===== src/rtl/host_pci_xlate.sv =====
module host_pci_xlate #(
  parameter int ADDR_W    = 36,
  parameter int IO_W      = 16,
  parameter int MAX_BEATS = 8
) (
  input  logic              clk,
  input  logic              rst_n,
  input  logic [IO_W-1:0]   io_base,
  input  logic [IO_W-1:0]   io_limit,
  input  logic              cpu_req_valid,
  output logic              cpu_req_ready,
  input  logic [2:0]        cpu_req_kind,
  input  logic [ADDR_W-1:0] cpu_req_addr,
  input  logic              cpu_req_qword,
  input  logic              cpu_req_lock,
  input  logic [7:0]        cpu_req_be,
  output logic              cpu_err,
  input  logic              hub_req_valid,
  output logic              hub_req_ready,
  input  logic [2:0]        hub_req_kind,
  input  logic [ADDR_W-1:0] hub_req_addr,
  input  logic              hub_req_qword,
  input  logic              hub_req_lock,
  input  logic [7:0]        hub_req_be,
  output logic              hub_err,
  output logic              pci_valid,
  input  logic              pci_ready,
  output logic [3:0]        pci_cmd,
  output logic [31:0]       pci_addr,
  output logic [3:0]        pci_be,
  output logic              pci_last,
  output logic              fwd_valid,
  input  logic              fwd_ready,
  output logic [2:0]        fwd_kind,
  output logic [ADDR_W-1:0] fwd_addr,
  output logic              fwd_qword,
  output logic              fwd_lock,
  output logic [7:0]        fwd_be
);
  localparam int CW = $clog2(MAX_BEATS + 3);
  localparam int IW = $clog2(MAX_BEATS);

  logic              use_cpu, sel_valid, sel_qword, sel_lock;
  logic [2:0]        sel_kind;
  logic [ADDR_W-1:0] sel_addr;
  logic [7:0]        sel_be;

  assign use_cpu   = cpu_req_valid;
  assign sel_valid = cpu_req_valid | hub_req_valid;
  assign sel_kind  = use_cpu ? cpu_req_kind  : hub_req_kind;
  assign sel_addr  = use_cpu ? cpu_req_addr  : hub_req_addr;
  assign sel_qword = use_cpu ? cpu_req_qword : hub_req_qword;
  assign sel_lock  = use_cpu ? cpu_req_lock  : hub_req_lock;
  assign sel_be    = use_cpu ? cpu_req_be    : hub_req_be;

  logic reject, is_io, io_hit, to_fwd, cpu_wr;
  assign reject = (|sel_addr[ADDR_W-1:32]) | (sel_kind[2:1] == 2'b11);
  assign is_io  = sel_kind[2:1] == 2'b01;
  assign io_hit = ~|sel_addr[ADDR_W-1:IO_W] &&
                  sel_addr[IO_W-1:0] >= io_base && sel_addr[IO_W-1:0] <= io_limit;
  assign to_fwd = use_cpu && is_io && !io_hit && !reject;
  assign cpu_wr = use_cpu && sel_kind == 3'd1 && !reject;

  logic [3:0]  sel_cmd;
  logic [31:0] sel_start;
  always_comb begin
    case (sel_kind)
      3'd0:    sel_cmd = 4'b0110;
      3'd1:    sel_cmd = 4'b0111;
      3'd2:    sel_cmd = 4'b0010;
      3'd3:    sel_cmd = 4'b0011;
      3'd4:    sel_cmd = 4'b1010;
      3'd5:    sel_cmd = 4'b1011;
      default: sel_cmd = 4'b0000;
    endcase
  end
  assign sel_start = {sel_addr[31:2], (sel_kind[2:1] == 2'b10) ? 2'b01 : 2'b00};

  logic          drain, open;
  logic [CW-1:0] cnt;
  logic [IW-1:0] idx;
  logic [31:0]   b_addr;
  logic [3:0]    b_cmd;
  logic [3:0]    b_be [MAX_BEATS];

  logic          idle, seq_hit, fits, can_join, take_new, accept, beat_last;
  logic [CW-1:0] nbeats, base, new_cnt;

  assign idle     = !drain && !open;
  assign nbeats   = sel_qword ? CW'(2) : CW'(1);
  assign base     = idle ? CW'(0) : cnt;
  assign new_cnt  = base + nbeats;
  assign fits     = new_cnt <= CW'(MAX_BEATS);
  assign seq_hit  = {sel_addr[31:2], 2'b00} == b_addr + 32'({cnt, 2'b00});
  assign can_join = open && cpu_wr && seq_hit && fits;
  assign take_new = idle && sel_valid && !reject && !to_fwd;
  assign accept   = sel_valid && ((idle && (reject || !to_fwd || fwd_ready)) || can_join);
  assign beat_last = (CW'(idx) + CW'(1)) == cnt;

  assign cpu_req_ready = accept && use_cpu;
  assign hub_req_ready = accept && !use_cpu;

  assign fwd_valid = idle && to_fwd;
  assign fwd_kind  = sel_kind;
  assign fwd_addr  = sel_addr;
  assign fwd_qword = sel_qword;
  assign fwd_lock  = sel_lock;
  assign fwd_be    = sel_be;

  assign pci_valid = drain;
  assign pci_cmd   = b_cmd;
  assign pci_addr  = b_addr + 32'({idx, 2'b00});
  assign pci_be    = b_be[idx];
  assign pci_last  = drain && beat_last;

  always_ff @(posedge clk or negedge rst_n) begin
    if (!rst_n) begin
      drain   <= 1'b0;
      open    <= 1'b0;
      cnt     <= '0;
      idx     <= '0;
      b_addr  <= '0;
      b_cmd   <= '0;
      cpu_err <= 1'b0;
      hub_err <= 1'b0;
      for (int i = 0; i < MAX_BEATS; i++) b_be[i] <= '0;
    end else begin
      cpu_err <= accept && reject && use_cpu;
      hub_err <= accept && reject && !use_cpu;
      if (drain) begin
        if (pci_ready) begin
          if (beat_last) begin
            drain <= 1'b0;
            cnt   <= '0;
            idx   <= '0;
          end else begin
            idx <= idx + IW'(1);
          end
        end
      end else if (take_new || can_join) begin
        if (take_new) begin
          b_addr <= sel_start;
          b_cmd  <= sel_cmd;
        end
        cnt <= new_cnt;
        for (int i = 0; i < MAX_BEATS; i++) begin
          if (CW'(i) == base) b_be[i] <= sel_be[3:0];
          if (sel_qword && CW'(i) == base + CW'(1)) b_be[i] <= sel_be[7:4];
        end
        if (cpu_wr && new_cnt < CW'(MAX_BEATS)) begin
          open <= 1'b1;
        end else begin
          open  <= 1'b0;
          drain <= 1'b1;
        end
      end else if (open) begin
        open  <= 1'b0;
        drain <= 1'b1;
      end
    end
  end
endmodule



===== config.mk =====
export PLATFORM = sky130hd
export DESIGN_NAME = host_pci_xlate
export DESIGN_NICKNAME = d
export VERILOG_FILES = /design/src/rtl/host_pci_xlate.sv
export SDC_FILE = /design/constraint.sdc
export NUM_CORES = 1
export LEC_CHECK = 0
export ABC_AREA = 1
export BUFFER_PORTS_ARGS = -buffer_cell sky130_fd_sc_hd__buf_2
export CAP_MARGIN = 20
export CORE_MARGIN = 2
export CORE_UTILIZATION = 54
export DETAILED_ROUTE_END_ITERATION = 10
export PLACE_DENSITY = 0.81
export SYNTH_ARGS = -nofsm -noshare
export SYNTH_HDL_FRONTEND = slang
export SYNTH_SLANG_ARGS = --single-unit

===== constraint.sdc =====
create_clock -name clk -period 5.48 [get_ports clk]
set_clock_uncertainty 0.2 [all_clocks]
set_input_delay 1.096 -clock clk [delete_from_list [all_inputs] [get_ports clk]]
set_output_delay 1.096 -clock clk [all_outputs]
set_load 0.05 [all_outputs]

Word level (Yosys, flattened, before mapping)
Index checks and enable logic that the tools add are counted.
{"block": "word_totals", "register_bits": 79, "input_bits": 136, "out_inout_bits": 96, "word_cells": 166}
{"block": "op_classes", "add_sub_neg": 6, "magnitude_cmp": 5, "eq_ne": 26, "mux": 41, "n_bitwise": 4, "n_reduce_logical": 68}
{"cell": "two-way mux 4 bit", "n": 23}
{"cell": "two-way mux 36 bit", "n": 1}
{"cell": "adder 32 x 5 -> 32 bit", "n": 1}
{"cell": "adder 32 x 6 -> 32 bit", "n": 1}
{"cell": "equality test 3 x 4 -> 1 bit, first input constant", "n": 8}
{"cell": "equality test 32 bit", "n": 1}
{"cell": "logical AND 1 bit", "n": 32}
{"cell": "AND reduction 3 bit", "n": 10}
{"cell": "case mux 4 bit (6 select lines)", "n": 1}
{"cell": "OR reduction 20 bit", "n": 1}
{"cell": "nonzero test 2 bit", "n": 9}
{"cell": "equality test 2 x 4 -> 1 bit, first input constant", "n": 4}
{"cell": ">= comparator 16 bit", "n": 1}
{"cell": "<= comparator 16 bit", "n": 1}
{"cell": "binary-select mux 4 bit (select 3 bit)", "n": 1}
{"cell": "two-way mux 1 bit", "n": 11}
{"cell": "equality test 1 x 4 -> 1 bit, first input constant", "n": 2}
{"cell": "logical NOT 4 bit", "n": 2}
{"cell": "two-way mux 8 bit", "n": 1}
{"cell": "logical NOT 1 bit", "n": 7}
{"cell": "equality test 3 x 2 -> 1 bit, second input constant", "n": 2}
{"cell": "equality test 3 bit, second input constant", "n": 2}
{"cell": "two-way mux 3 bit", "n": 2}
{"cell": "adder 3 x 1 -> 4 bit, second input constant", "n": 1}
{"cell": "20 further kinds", "n": 25}

Depth between registers and ports, before layout
{"block": "logic_depth", "word_depth": 16, "ltp_mapped": 24, "ltp_nobuf": 20}

Worst setup path after synthesis
OpenSTA, ideal clock, no wires.
{"block": "synth_timing", "kind": "input port to output port", "startpoint": "input cpu_req_valid", "endpoint": "output cpu_req_ready", "arrival_time_ps": 4463, "required_time_ps": 4184, "setup_slack_ps": -279, "path_stages": 16, "path_buffers": 3, "path_cell_list": "buf_4 > inv_4 > buf_6 > buf_6 > or2_2 > o21ai_2 > inv_1 > fa_1 > or2_2 > o21ai_1 > nand3b_1 > nor2_1 > nand2_1 > nor2_1 > nand2_2 > a21oi_1"}
{"block": "synth_via", "elab_cells_between_ends": 36, "cone_classes": "1 x add/sub; 3 x order compare; 4 x eq/ne; 4 x mux; 2 x bitwise; 22 x reduce/logical"}
{"element": "start, declared", "line_no": "10", "source": "input logic cpu_req_valid,"}
{"element": "two-way mux 1 bit", "line_no": "52", "source": "assign sel_qword = use_cpu ? cpu_req_qword : hub_req_qword;"}
{"element": "net fwd_qword", "line_no": "36", "source": "output logic fwd_qword,"}
{"element": "two-way mux 2 bit", "line_no": "90", "source": "assign nbeats = sel_qword ? CW'(2) : CW'(1);"}
{"element": "adder 4 x 2 -> 4 bit", "line_no": "92", "source": "assign new_cnt = base + nbeats;"}
{"element": "<= comparator 4 bit", "line_no": "93", "source": "assign fits = new_cnt <= CW'(MAX_BEATS);"}
{"element": "logical AND 1 bit", "line_no": "95", "source": "assign can_join = open && cpu_wr && seq_hit && fits;"}
{"element": "logical OR 1 bit", "line_no": "97", "source": "assign accept = sel_valid && ((idle && (reject || !to_fwd || fwd_ready)) || can_join);"}
{"element": "logical AND 1 bit", "line_no": "97"}
{"element": "logical AND 1 bit", "line_no": "100", "source": "assign cpu_req_ready = accept && use_cpu;"}
{"element": "end, declared", "line_no": "11", "source": "output logic cpu_req_ready,"}
The timed path passes the listed nets, and every way through them passes these cells.

Final worst setup path
{"block": "layout_timing", "startpoint": "input cpu_req_valid", "endpoint": "output cpu_req_ready"}
{"block": "layout_via", "elab_chain_len": 15, "elab_cells_between_ends": 36, "cone_classes": "1 x add/sub; 3 x order compare; 4 x eq/ne; 4 x mux; 2 x bitwise; 22 x reduce/logical"}
{"element": "branches (longest 14 deep; another with >= comparator 16 bit)"}
{"element": "logical AND 1 bit *", "line_no": "100"}
Every way passes the cells marked *.

==> run summary <==
Distinct cells, synth -> 44
R2R depth -> 18
FMAX -> 197.8 MHz
CP Capture Type -> output pin
antenna violations before repair -> 0
Total Power -> 0.003946 W
Synth warnings -> 0
Worst IR Drop VDD -> 0.6881 mV
Setup CP Type -> input port to output pin
fin crit share -> 92.25%
Post-synth EDFFs -> 0
total CTS buffers -> 9
Max-Cap Viols -> 0
share of post-route cells with drive strength above 1 -> 21.96%
Syn Nets -> 1,434
Worst-path clk slew -> 0.06 ns
Post-Syn Area -> 7909 um2
Initial DRC Count -> 713
Total GRT Usage -> 31.25%
Yosys reg bits -> 78
dpl hpwl -> 19,220 um
Hold Path End -> pci_cmd[1]
min-delay src -> pci_cmd[1]
RSZ-0062 raised after global routing -> false
Core Rows -> 44
reg2reg setup slack -> 1.56 ns
Final Critical Period -> 5.055 ns
Hold Crit Depth -> 1
Via density -> 5.341
Area Overhead vs Synth -> 17.97%
Final setup viols -> 0
vias in the first global route -> 8,084
drt drc -> 0
Syn Inst Count -> 1,253
arrival time of the worst setup path -> 3.76 ns
cells taking the most area after synthesis -> dfrtp_1, nand2_1, ha_1
fin. max-slew vios -> 0
worst slew pin tran -> 0.6205 ns
Antenna Nets Post-Route -> 0
clock tree buffer depth -> 2
Die W -> 125.0 um
Post-synth top flop -> dfrtp_1
Routed Wire Length -> 24,750 um
CTS tree -> yes
Power Density -> 422.9 nW/um2
vias -> 8,717
worst hold slack -> 0.2725 ns
Worst R2R End -> b_be[7]
top cell type's share of synthesized area -> 24.68%
I/O pins -> 232
first-pass GRT wire length -> 39,900 um
number of nets in the layout -> 1,625
Worst Path Required -> 4.18 ns
number of clock sinks -> 78
outcome -> finished, final reports clean
H-tree depth -> 3
relative slew slack -> 58.63%
Pre-antenna DRT Iters -> 5
setup repair bufs after CTS -> 0
CP Max Fanout -> 15
Port Buf Inserts -> 230
HP Class -> flop to flop
start of the worst register-to-register path -> cnt[0]
Initial Utilization -> 54.83%
overflow left after global routing -> 0
Placer Congestion -> 0.9577
Worst setup SP type -> input port
fraction of registers with async set/reset -> 100.0%
share of the yosys chip area belonging to registers -> 24.68%
CP Launch Point -> cpu_req_valid
Pleak -> 5.040 nW
Syn Area/Cell -> 6.312 um2
Die Y -> 125.0 um
detailed-route wire length per cell -> 15.16 um
die area -> 15,630 um2
pin count of the biggest net entering global routing -> 55
Hold Vio Cnt, Final -> 0
hold buffers post-CTS -> 0
Clock Latency Late Sink -> 0.35 ns
biggest area consumer among synthesized cells -> dfrtp_1
FILL cells -> 1,415
core box area -> 14,420 um2
Clock Tree Root -> clkbuf_16
Post-CTS Resized -> 0
Ant. Diodes -> 0
==> through the flow <==
| step | setup TNS [ns] | instances | setup WS [ns] | instance area, um2 | util (%) |
|---|---|---|---|---|---|
| 2_1_floorplan | -0.5574 | 1253 | -0.2787 | 7914 | - |
| 3_3_place_gp | 0 | 1617 | 0.5019 | 8985 | 62.29 |
| 3_5_place_dp | 0 | 1617 | 0.4006 | 8985 | 62.29 |
| 4_1_cts | 0 | 1632 | 0.4007 | 9330 | 64.69 |
| 5_1_grt | 0 | 1632 | 0.2003 | 9330 | 64.69 |
| 6_report | 0 | 1632 | 0.4247 | 9330 | 64.69 |
==> report_power, final <==
group	internal (W)	switching [W]
clock	0.000457	0.000251
combinational	0.000634	0.00165
sequential	0.000731	0.000225
==> worst max-delay path by stage <==
stage               slack (ns)            end
floorplan                -0.28  cpu_req_ready
global placement          0.50  cpu_req_ready
detailed placement        0.40  cpu_req_ready
CTS                       0.40  cpu_req_ready
global route              0.20  cpu_req_ready
finish                    0.42  cpu_req_ready
==> final cells by class <==
| cell class | count | area (um2) | share of cell area, % |
|---|---|---|---|
| Multi-Input combinational cell | 970 | 5010 | 53.69 |
| Timing Repair Buffer | 238 | 1239 | 13.28 |
| Clock buffer | 10 | 239.0 | 2.561 |
| Inverter | 147 | 554.3 | 5.941 |
| Clock inverter | 5 | 106.4 | 1.140 |
| Sequential cell | 78 | 1952 | 20.92 |
| Tap cell | 184 | 230.2 | 2.467 |
==> cell usage in the layout, fill, tap and decap left out, drive strengths merged, types with 3 or more instances in the layout <==
| master | n |
|---|---|
| dfrtp | 78 |
| fa | 3 |
| bufinv | 3 |
| nand4 | 6 |
| clkbuf | 10 |
| a31oi | 5 |
| and2 | 3 |
| o22ai | 6 |
| inv | 146 |
| nor3 | 13 |
| or2 | 10 |
| nand3b | 5 |
| a21oi | 31 |
| ha | 42 |
| xnor2 | 6 |
| nand2 | 426 |
| nand3 | 101 |
| nor2 | 127 |
| buf | 238 |
| xor2 | 39 |
| o21ai | 136 |
==> critical path, cell delays in order <==
cell and delay [ns]:
buf_2 0.13, inv_4 0.10, or2_2 0.30, o21ai_2 0.08, ha_1 0.20, fa_1 0.43
or2_2 0.30, o21ai_1 0.16, nand3b_1 0.09, nor2_1 0.12, nand2_1 0.06, nor2_1 0.12
nand2_2 0.13, a21oi_1 0.17, buf_2 0.28
==> cell families after synthesis <==
| kind of cell | after synthesis | synth area share [%] |
|---|---|---|
| xor gates and xnor gates | 45 | 4.983 |
| buffers and inverters | 205 | 12.04 |
| AOI/OAI and AO/OA | 185 | 13.29 |
| adders and majority gates | 45 | 7.404 |
| and+or+nand+nor | 694 | 37.56 |
| other | 1 | 0.04742 |
| DFF | 78 | 24.68 |
==> layer usage <==
layer  global-route usage [%]  share of wire [%]  vias up
met2                    52.94                 48      369
met5                        0                  0        -
met1                    40.88                 42     3948
met3                    5.905                8.3       44
met4                    8.889                2.5        0
li1                         -                  -     4356
==> synthesized netlist by cell type (all sizes together) (2+ instances only) <==
library cell    n
nand3b          5
o211ai          2
and2            3
a31oi           5
xnor2           6
nand2         426
nand4           6
o21bai          2
or2            10
o22ai           6
a21oi          31
ha             42
xor2           39
clkinv          2
nor2          127
clkbuf         11
nand3         101
inv           145
fa              3
nor3           13
buf            47
o21ai         136
nor4            2
dfrtp          78
==> state kept, by name, indices dropped and copies added, names as in the netlist <==
name	count
pci_valid	1
b_addr	31
cpu_err	1
open	1
b_be	32
hub_err	1
cnt	4
idx	3
pci_cmd	4
(Power assumes the default switching activity.)
